## src/rtl/pwm_ds_pkg.sv

```systemverilog
package pwm_ds_pkg;
    typedef enum logic {
        ST_RISE = 1'b0,
        ST_FALL = 1'b1
    } slope_t;

    localparam logic [2:0] MD_8B   = 3'd0;
    localparam logic [2:0] MD_9B   = 3'd1;
    localparam logic [2:0] MD_10B  = 3'd2;
    localparam logic [2:0] MD_REG  = 3'd3;
    localparam logic [2:0] MD_CMPA = 3'd4;

    localparam logic [1:0] OM_NORM = 2'd2;
    localparam logic [1:0] OM_INV  = 2'd3;
endpackage

```

## src/rtl/pwm_ds_slope.sv

```systemverilog
module pwm_ds_slope
    import pwm_ds_pkg::*;
#(
    parameter int W = 16
) (
    input  logic         clk,
    input  logic         rst,
    input  logic         tick,
    input  logic [W-1:0] top_val,
    output logic [W-1:0] cnt,
    output slope_t       slope,
    output logic         next_rise,
    output logic         at_top,
    output logic         at_bottom
);
    localparam logic [W-1:0] ONE = W'(1);

    slope_t       st_q, st_n;
    logic [W-1:0] cnt_n;

    // state register
    always_ff @(posedge clk) begin
        if (rst) st_q <= ST_RISE;
        else     st_q <= st_n;
    end

    // counter register
    always_ff @(posedge clk) begin
        if (rst) cnt <= '0;
        else     cnt <= cnt_n;
    end

    // transitions: turn-at-top (RISE->FALL), turn-at-bottom (FALL->RISE)
    always_comb begin
        st_n      = st_q;
        cnt_n     = cnt;
        at_top    = 1'b0;
        at_bottom = 1'b0;
        unique case (st_q)
            ST_RISE: begin
                if (tick) begin
                    if (cnt >= top_val && cnt != '0) begin
                        st_n   = ST_FALL;
                        at_top = 1'b1;
                        cnt_n  = cnt - ONE;
                    end else begin
                        cnt_n  = cnt + ONE;
                    end
                end
            end
            ST_FALL: begin
                if (tick) begin
                    if (cnt == '0) begin
                        st_n      = ST_RISE;
                        at_bottom = 1'b1;
                        cnt_n     = cnt + ONE;
                    end else begin
                        cnt_n     = cnt - ONE;
                    end
                end
            end
        endcase
    end

    assign slope     = st_q;
    assign next_rise = (st_n == ST_RISE);
endmodule

```

## src/rtl/pwm_ds_chan.sv

```systemverilog
module pwm_ds_chan
    import pwm_ds_pkg::*;
#(
    parameter int W = 16
) (
    input  logic         clk,
    input  logic         rst,
    input  logic         tick,
    input  logic         wr_en,
    input  logic [W-1:0] wr_val,
    input  logic         load,
    input  logic [W-1:0] cnt,
    input  logic         next_rise,
    input  logic [1:0]   omode,
    output logic [W-1:0] act,
    output logic         match,
    output logic         pin
);
    logic [W-1:0] pend_q;
    logic         wf_q;

    // pending threshold and active copy taken at TOP
    always_ff @(posedge clk) begin
        if (rst) begin
            pend_q <= '0;
            act    <= '0;
        end else begin
            if (wr_en) pend_q <= wr_val;
            if (load)  act    <= pend_q;
        end
    end

    assign match = tick && (cnt == act);

    // waveform: low when the next step rises, high when it falls
    always_ff @(posedge clk) begin
        if (rst)        wf_q <= 1'b1;
        else if (match) wf_q <= ~next_rise;
    end

    always_comb begin
        unique case (omode)
            OM_NORM: pin = wf_q;
            OM_INV:  pin = ~wf_q;
            default: pin = 1'b0;
        endcase
    end
endmodule

```

## src/rtl/pwm_dual_slope.sv

```systemverilog
module pwm_dual_slope
    import pwm_ds_pkg::*;
#(
    parameter int W = 16
) (
    input  logic         clk,
    input  logic         rst,
    input  logic         tick,
    input  logic [2:0]   mode,
    input  logic [W-1:0] wr_data,
    input  logic         wr_top,
    input  logic         wr_cmp_a,
    input  logic         wr_cmp_b,
    input  logic [1:0]   omode_a,
    input  logic [1:0]   omode_b,
    input  logic         clr_ovf,
    input  logic         clr_top,
    input  logic         clr_cmp_a,
    input  logic         clr_cmp_b,
    output logic [W-1:0] count,
    output logic         pwm_a,
    output logic         pwm_b,
    output logic         ovf_flag,
    output logic         top_flag,
    output logic         cmp_a_flag,
    output logic         cmp_b_flag
);
    localparam int NCH = 2;
    localparam logic [W-1:0] TOP8  = W'(32'h00FF);
    localparam logic [W-1:0] TOP9  = W'(32'h01FF);
    localparam logic [W-1:0] TOP10 = W'(32'h03FF);

    logic [W-1:0] top_reg, top_val, wr_mask;
    logic         fixed_top;
    logic         at_top, at_bottom, next_rise;
    slope_t       slope;

    logic [NCH-1:0]        wr_en_v, match_v, pin_v;
    logic [NCH-1:0][1:0]   om_v;
    logic [NCH-1:0][W-1:0] act_v;

    assign wr_en_v = {wr_cmp_b, wr_cmp_a};
    assign om_v[0] = omode_a;
    assign om_v[1] = omode_b;

    always_comb begin
        fixed_top = 1'b1;
        unique case (mode)
            MD_9B:   top_val = TOP9;
            MD_10B:  top_val = TOP10;
            MD_REG:  begin top_val = top_reg;  fixed_top = 1'b0; end
            MD_CMPA: begin top_val = act_v[0]; fixed_top = 1'b0; end
            default: top_val = TOP8;
        endcase
    end

    assign wr_mask = fixed_top ? top_val : '1;

    always_ff @(posedge clk) begin
        if (rst)         top_reg <= '1;
        else if (wr_top) top_reg <= wr_data;
    end

    pwm_ds_slope #(.W(W)) u_slope (
        .clk       (clk),
        .rst       (rst),
        .tick      (tick),
        .top_val   (top_val),
        .cnt       (count),
        .slope     (slope),
        .next_rise (next_rise),
        .at_top    (at_top),
        .at_bottom (at_bottom)
    );

    for (genvar c = 0; c < NCH; c++) begin : g_chan
        pwm_ds_chan #(.W(W)) u_chan (
            .clk       (clk),
            .rst       (rst),
            .tick      (tick),
            .wr_en     (wr_en_v[c]),
            .wr_val    (wr_data & wr_mask),
            .load      (at_top),
            .cnt       (count),
            .next_rise (next_rise),
            .omode     (om_v[c]),
            .act       (act_v[c]),
            .match     (match_v[c]),
            .pin       (pin_v[c])
        );
    end

    assign pwm_a = pin_v[0];
    assign pwm_b = pin_v[1];

    // sticky flags: set wins over clear
    always_ff @(posedge clk) begin
        if (rst) begin
            ovf_flag   <= 1'b0;
            top_flag   <= 1'b0;
            cmp_a_flag <= 1'b0;
            cmp_b_flag <= 1'b0;
        end else begin
            if (at_bottom)                             ovf_flag   <= 1'b1;
            else if (clr_ovf)                          ovf_flag   <= 1'b0;
            if (at_top && mode == MD_REG)              top_flag   <= 1'b1;
            else if (clr_top)                          top_flag   <= 1'b0;
            if (match_v[0] || (at_top && mode == MD_CMPA)) cmp_a_flag <= 1'b1;
            else if (clr_cmp_a)                        cmp_a_flag <= 1'b0;
            if (match_v[1])                            cmp_b_flag <= 1'b1;
            else if (clr_cmp_b)                        cmp_b_flag <= 1'b0;
        end
    end
endmodule

```

## config.mk

```make
export PLATFORM = sky130hd
export DESIGN_NAME = pwm_dual_slope
export DESIGN_NICKNAME = d
export VERILOG_FILES = /design/src/rtl/pwm_ds_pkg.sv /design/src/rtl/pwm_ds_slope.sv /design/src/rtl/pwm_ds_chan.sv /design/src/rtl/pwm_dual_slope.sv
export SDC_FILE = /design/constraint.sdc
export NUM_CORES = 1
export LEC_CHECK = 0
export BUFFER_PORTS_ARGS = -buffer_cell sky130_fd_sc_hd__buf_2
export CAP_MARGIN = 15
export CORE_AREA = 2 2 100 102
export DETAILED_ROUTE_END_ITERATION = 10
export DIE_AREA = 0 0 102 104
export GPL_ROUTABILITY_DRIVEN = 0
export PLACE_DENSITY = 0.79
export SYNTH_ARGS = -nofsm -noshare
export SYNTH_HDL_FRONTEND = slang
export SYNTH_HIERARCHICAL = 1
export SYNTH_SLANG_ARGS = --single-unit
```

## constraint.sdc

```tcl
create_clock -name clk -period 9.5 [get_ports clk]
set_clock_uncertainty 0.2 [all_clocks]
set_input_delay 1.425 -clock clk [delete_from_list [all_inputs] [get_ports clk]]
set_output_delay 1.425 -clock clk [all_outputs]
set_load 0.02 [all_outputs]
```

==> impl_metrics.yaml, run 1 <==
critical_path:
  cp.arrival_ns: 5.29
  cp.depth: 14
  slowest_stage: "nand3b_1"
  start_kind: "input pin"
  reg2reg_from: "g_chan[0].u_chan/act[13]"
  rr_endpoint: "cmp_a_flag"
  slowest_delay_ns: 0.62
  path_cells: "buf_2, nand3b_1, o22a_1, inv_1, ha_1, nand4_1, or3_1, a221o_1, o211ai_1, nand2_1, nor3_2, buf_4, or4bb_1, a31oi_1"
  worst-setup-path-type: "input pin to flip-flop"
  rr_worst_depth: 12
  critPathTopFamily: "simple AND/OR/NAND/NOR gates"
  reg2reg_slack_ns: 5.72
  cp_max_fo: 34
  critPathCaptureType: "flip-flop"
  cp_num_buf_inv: 3
  worstPathRequired_ns: 9.60
pwr:
  power_density_nw_per_um2: 261
  intPower_uw: 889
  seqPwrFrac: 0.387
  ir_worst_vdd_v: 0.000145
  p_sw_uw: 672
  fin_total_pwr_uw: 1560
  combPwrFrac: 0.436
  power.leakage_uw: 0.00270
  switching_share: 0.430
  p_clk_frac: 0.176
layout:
  fin_nets: 683
  antenna_cells: 0
  fill_cells: 797
  largestRegisters: "g_chan.u_chan/act (32), g_chan.u_chan/pend_q (32)"
  syn_to_final_growth_pct: 7.86
  design_area_sq_um: 5990
  drive_above_1_share: 0.151
  multi_input_comb_area_sq_um: 3180
  final_common_cell: "dfxtp_1"
  seq_area_sq_um: 2060
  layout_common_cells: "dfxtp_1 (103), nor2_1 (95), mux2i_1 (74)"
sta:
  report.final.slew_viol_count: 0
  hold_viol_final: 0
  finalCriticalPeriod_ns: 5.19
  whs_ns: 0.283
  rsz0062_at_grt: "no"
  fmaxAchievable_mhz: 193
  fin_crit_sh: 0.547
  max_slew_margin: 0.267
  setup_slack_ns: 4.31
  setup_tns_ns: 0
  setup_violations: 0
  worstMarginPinSlew_ns: 1.10
cts:
  cts-root-buf: "clkbuf_8"
  cts_num_sinks: 103
  cts_resized: 0
  cts_tree: "done"
  clkLatencyLatePin_ns: 0.38
  clock_path_buffers: 2
  postCtsHoldBufs: 0
  cts_max_level: 3
  path_clk_slew_ns: 0.11
  cts_buffers: 9
  cts_setup_buffers: 0
job:
  cap_violations: 0
logic_synthesis:
  synth_edf_count: 0
  synth.distinct_cells: 63
  synth.area.top_cells: "dfxtp_1 (37%), mux2i_1 (13%), nor2_1 (6.4%)"
  ys_seq_area_frac: 0.371
  synth-async-reset-ratio: 0
  synth-seq-cells: 103
  synthCells: 608
  yosysTopAreaCellShare: 0.371
  syn_area_sq_um: 5550
  ys.flop_type: "dfxtp_1"
  synth_warnings: 6
  avgSynthCellArea_sq_um: 9.13
  synth_nets: 660
  synth_area_leader_cell: "dfxtp_1"
grt:
  grt_usage: 0.254
  grt_max_degree: 114
  antenna_found_initial: 0
  grt_pass1_wl_microns: 21200
  overflow: 0
  grt_pass1_vias: 4182
place:
  place_hpwl_microns: 9270
  placedInstanceArea_sq_um: 5800
  pre_cts_ws_ns: 3.98
  io_buffers: 54
floorplan:
  die_y_microns: 104
  initial_utilization: 0.581
  core-area_sq_um: 9550
  dieArea_sq_um: 10600
  rows: 36
  die_w_microns: 102
  ios: 55
routing:
  drtAntennaViolNets: 0
  vias: 4481
  drtIter0Drc: 299
  first_pass_iters: 7
  routed_wl_microns: 13400
  viasPerCell: 5.83
  routedWlPerCell_microns: 17.4
  drc: 0
worst_hold_path:
  hold_depth: 2
  holdPathEnd: "ovf_flag"
  hp-start: "ovf_flag"
  hp-class: "flip-flop to flip-flop"
outcome:
  status: "completed"
-- how the worst max path moves through the flow --
stage | endpoint | start
after floorplan | g_chan[0].u_chan/act[0] | mode[1]
after global placement | cmp_a_flag | mode[2]
after detailed placement | cmp_a_flag | mode[2]
after CTS | cmp_a_flag | mode[2]
after global routing | cmp_a_flag | mode[2]
final | cmp_a_flag | mode[2]
-- power by group through the flow --
| stage | Combinational [uW] | Sequential [uW] | Clock, uW |
|---|---|---|---|
| 3_5_place_dp | 669 | 611 | 0 |
| 4_1_cts | 671 | 601 | 281 |
| 2_1_floorplan | 530 | 585 | 0 |
| 3_3_place_gp | 649 | 608 | 0 |
| 6_report | 681 | 605 | 275 |
| 5_1_grt | 732 | 613 | 296 |
-- Yosys cell counts, drive strengths merged, types with 4 or more instances --
library cell  count
nor4             12
or3               6
inv              29
nand2b            5
nor2             95
clkbuf           27
nand3            10
xnor2            12
buf              16
nor2b            25
o21ai             4
a311oi            4
and2              4
nand4             8
o22a              8
mux2i            74
a21boi            8
nand2            20
nor3              8
mux2              9
dfxtp           103
xor2             32
a22o              7
and3              5
a211o            16
ha               19
a21oi             6
-- worst reg2reg max path, cell delays in order, from the launching register on --
cell and delay [ns]:
dfxtp_1 0.45, a22o_1 0.17, inv_1 0.05, ha_1 0.29, nand4_1 0.14, or3_1 0.39, a221o_1 0.28, o211ai_1 0.22
nand2_1 0.12, nor3_2 0.16, buf_4 0.52, or4bb_1 0.54, a31oi_1 0.16
-- per-stage QoR --
step | util | cells
detailed placement | 0.607 | 753
global route | 0.627 | 769
floorplan | - | 608
global placement | 0.607 | 753
finish | 0.627 | 769
CTS | 0.627 | 769
-- layout make-up --
type	count	area share
Multi-Input combinational cell	433	0.531
Sequential cell	103	0.344
Timing Repair Buffer	55	0.0468
Tap cell	133	0.0278
Clock buffer	10	0.0213
Inverter	29	0.0182
Clock inverter	6	0.0104
-- layer usage --
layer | up-vias | part of all wire | GRT usage
li1 | 2139 | - | -
met1 | 2135 | 0.44 | 0.337
met2 | 170 | 0.46 | 0.396
met3 | 37 | 0.070 | 0.0531
met4 | 0 | 0.034 | 0.113
met5 | - | 0 | 0
-- cells by family (layout without fill, tap and decap cells) --
kind of cell    count (synthesis)  count (layout)  synth area share
simple gates                  214             214             0.200
compound gates                 73              73             0.108
fa+ha+maj                      19              19            0.0428
flops                         103             103             0.371
xor+xnor                       44              44            0.0694
mux                            83              83             0.152
buf+inv                        72             100            0.0566
(Power assumes the default switching activity.)
==> run 2, diff against run 1 <==
--- a/config.mk
+++ b/config.mk
@@ -5,13 +5,14 @@
 export SDC_FILE = /design/constraint.sdc
 export NUM_CORES = 1
 export LEC_CHECK = 0
+export ABC_AREA = 1
 export BUFFER_PORTS_ARGS = -buffer_cell sky130_fd_sc_hd__buf_2
 export CAP_MARGIN = 15
-export CORE_AREA = 2 2 100 102
+export CORE_AREA = 2 2 112 114
 export DETAILED_ROUTE_END_ITERATION = 10
-export DIE_AREA = 0 0 102 104
+export DIE_AREA = 0 0 114 116
 export GPL_ROUTABILITY_DRIVEN = 0
-export PLACE_DENSITY = 0.79
+export PLACE_DENSITY = 0.76
 export SYNTH_ARGS = -nofsm -noshare
 export SYNTH_HDL_FRONTEND = slang
 export SYNTH_HIERARCHICAL = 1
==> constraint.sdc (replaced) <==
create_clock -name clk -period 4.37 [get_ports clk]
set_clock_uncertainty 0.2 [all_clocks]
set_input_delay 0.6555 -clock clk [delete_from_list [all_inputs] [get_ports clk]]
set_output_delay 0.6555 -clock clk [all_outputs]
set_load 0.02 [all_outputs]
==> run 2 against run 1 <==
Effect of this change: synthesized cell count increased by 68%; global-route usage increased by 2.5 points; critical path depth increased by 7; worst hold slack got worse by 0.0088 ns; largest cell class unchanged.
==> impl_metrics.yaml, run 2 <==
outcome:
  status: "completed"
logic_synthesis:
  netlist_top_cells_count: "nand2_1 (228), nor2_1 (158), inv_1 (145)"
  avgSynthCellArea_sq_um: 6.34
  ys_seq_area_frac: 0.319
  synth_nets: 1073
  yosysMostFrequentCell: "nand2_1"
  synth.distinct_cells: 37
  yosysTopAreaCellShare: 0.319
  synth-seq-cells: 103
  synth_area_leader_cell: "dfxtp_1"
  synthCells: 1021
  synth.area.top_cells: "dfxtp_1 (32%), nand2_1 (13%), nor2_1 (9.2%)"
  synth_edf_count: 0
  synth_warnings: 6
  syn_area_sq_um: 6470
  synth-async-reset-ratio: 0
  ys.flop_type: "dfxtp_1"
pwr:
  switching_share: 0.400
  ir_worst_vdd_v: 0.000284
  power.leakage_uw: 0.00355
  seqPwrFrac: 0.391
  p_sw_uw: 1200
  intPower_uw: 1800
  p_clk_frac: 0.276
  combPwrFrac: 0.333
  power_density_nw_per_um2: 426
grt:
  grt_max_degree: 34
  grt_pass1_wl_microns: 28800
  grt_pass1_vias: 5854
  grt_usage: 0.280
  overflow: 0
  antenna_found_initial: 0
sta:
  worstMarginPinSlew_ns: 0.806
  setup_tns_ns: 0
  hold_viol_final: 0
  fin_crit_sh: 0.824
  whs_ns: 0.274
  rsz0062_at_grt: "no"
  max_slew_margin: 0.462
  setup_violations: 0
  report.final.slew_viol_count: 0
  finalCriticalPeriod_ns: 3.60
  fmaxAchievable_mhz: 278
layout:
  syn_to_final_growth_pct: 8.64
  drive_above_1_share: 0.106
  fin_nets: 1099
  layout_common_cells: "nand2_1 (228), nor2_1 (158), inv_1 (145)"
  fill_cells: 1186
  antenna_cells: 0
  largestRegisters: "g_chan.u_chan/act (32), g_chan.u_chan/pend_q (32)"
  final_common_cell: "nand2_1"
critical_path:
  cp.arrival_ns: 3.62
  worstPathRequired_ns: 4.39
  slowest_stage: "inv_1"
  path_cells: "buf_2, nor2_4, nand2_4, inv_4, nand2_1, nand3_1, inv_1, ha_1, nand2_1, inv_1, nand2_1, nor2_1, nor2_1, nand2_1, nand2_1, nand2_1, nand3_1, nor2_1, inv_1, o21ai_0, a21oi_1"
  critPathCaptureType: "flip-flop"
  cp_max_fo: 29
  worst-setup-path-type: "input pin to flip-flop"
  slowest_delay_ns: 0.48
  cp_common_cell: "nand2_1"
  start_kind: "input pin"
cts:
  cts_num_sinks: 103
  cts_tree: "done"
  cts_resized: 0
  path_clk_slew_ns: 0.07
  cts_setup_buffers: 0
  postCtsHoldBufs: 0
  cts_buffers: 9
  cts_max_level: 3
  clock_path_buffers: 2
  clkLatencyLatePin_ns: 0.36
  cts-root-buf: "clkbuf_16"
worst_hold_path:
  hp-class: "flip-flop to flip-flop"
routing:
  routed_wl_microns: 18000
  drtIter0Drc: 544
  drtAntennaViolNets: 0
  viasPerCell: 5.37
  drc: 0
  vias: 6434
  first_pass_iters: 8
  routedWlPerCell_microns: 15.0
floorplan:
  die_w_microns: 114
  dieArea_sq_um: 13200
  ios: 55
  core-area_sq_um: 11900
  rows: 40
  initial_utilization: 0.543
  die_y_microns: 116
place:
  place_hpwl_microns: 13100
  io_buffers: 54
job:
  cap_violations: 0
run 2: cell count changes after synthesis, moves of 9 or more:
cell | before | now
nor4_1 | 12 | 1
xor2_1 | 32 | 21
a211o_1 | 16 | 0
nand3_1 | 10 | 61
nand2_1 | 20 | 228
inv_1 | 29 | 145
a21oi_1 | 6 | 65
nor2b_1 | 25 | 0
o21ai_0 | 4 | 92
nor2_1 | 95 | 158
xnor2_1 | 12 | 3
mux2i_1 | 74 | 0
run 2: power by group through the flow:
| stage | registers (uW) | logic [uW] | clock network, uW |
|---|---|---|---|
| 2_1_floorplan | 1160 | 762 | 0 |
| 3_3_place_gp | 1190 | 959 | 0 |
| 3_5_place_dp | 1190 | 971 | 0 |
| 4_1_cts | 1170 | 981 | 840 |
| 5_1_grt | 1180 | 1120 | 876 |
| 6_report | 1170 | 998 | 827 |
run 2: worst paths after layout:
check / from / slack, ns / cells after the start / endpoint
setup reg to reg: u_slope/cnt[0] / 0.92 / 13 / g_chan[0].u_chan/act[6]
hold / removal: top_reg[9] / 0.27 / 2 / top_reg[9]
hold reg to reg: top_reg[9] / 0.27 / 2 / top_reg[9]
setup / recovery: mode[1] / 0.77 / 21 / g_chan[0].u_chan/act[6]
run 2: worst max-delay path: cells and delay by family:
| kind | cells | cell delay (ns) |
|---|---|---|
| compound gates | 2 | 0.39 |
| fa+ha+maj | 1 | 0.28 |
| buf+inv | 5 | 0.87 |
| simple gates | 13 | 1.40 |
run 2: metrics by stage:
step / area [sq um] / util / instances / total power [uW] / worst slack [ns]
4_1_cts: 7030 / 0.590 / 1199 / 2990 / 0.792
3_3_place_gp: 6720 / 0.564 / 1183 / 2150 / 0.498
2_1_floorplan: 6470 / - / 1021 / 1930 / 1.21
6_report: 7030 / 0.590 / 1199 / 3000 / 0.767
5_1_grt: 7030 / 0.590 / 1199 / 3180 / 0.393
3_5_place_dp: 6720 / 0.564 / 1183 / 2160 / 0.420
run 2: area by class of cell:
cell class | instances | area, sq um | area share
repair buffers | 61 | 323 | 0.0459
well taps | 147 | 184 | 0.0262
clock inverters | 7 | 85.1 | 0.0121
clock buffers | 9 | 225 | 0.0320
inverters | 151 | 572 | 0.0813
multi-input cells | 721 | 3580 | 0.509
flip-flops and latches | 103 | 2060 | 0.293
run 2: routing by layer:
metal  global-route usage  wire, microns
met1                0.359           7950
met5                    0              0
met2                0.462           8150
met4                0.138            673
met3               0.0434           1190
run 2: cell families (layout without fill, tap and decap cells):
| kind of cell | Yosys count | in the layout | synth area share |
|---|---|---|---|
| AND/OR/NAND/NOR | 511 | 511 | 0.348 |
| AO/OA/AOI/OAI | 165 | 165 | 0.131 |
| buffers and inverters | 197 | 228 | 0.128 |
| flip-flops | 103 | 103 | 0.319 |
| XOR/XNOR | 26 | 26 | 0.0375 |
| adder cells (fa/ha/maj) | 19 | 19 | 0.0367 |
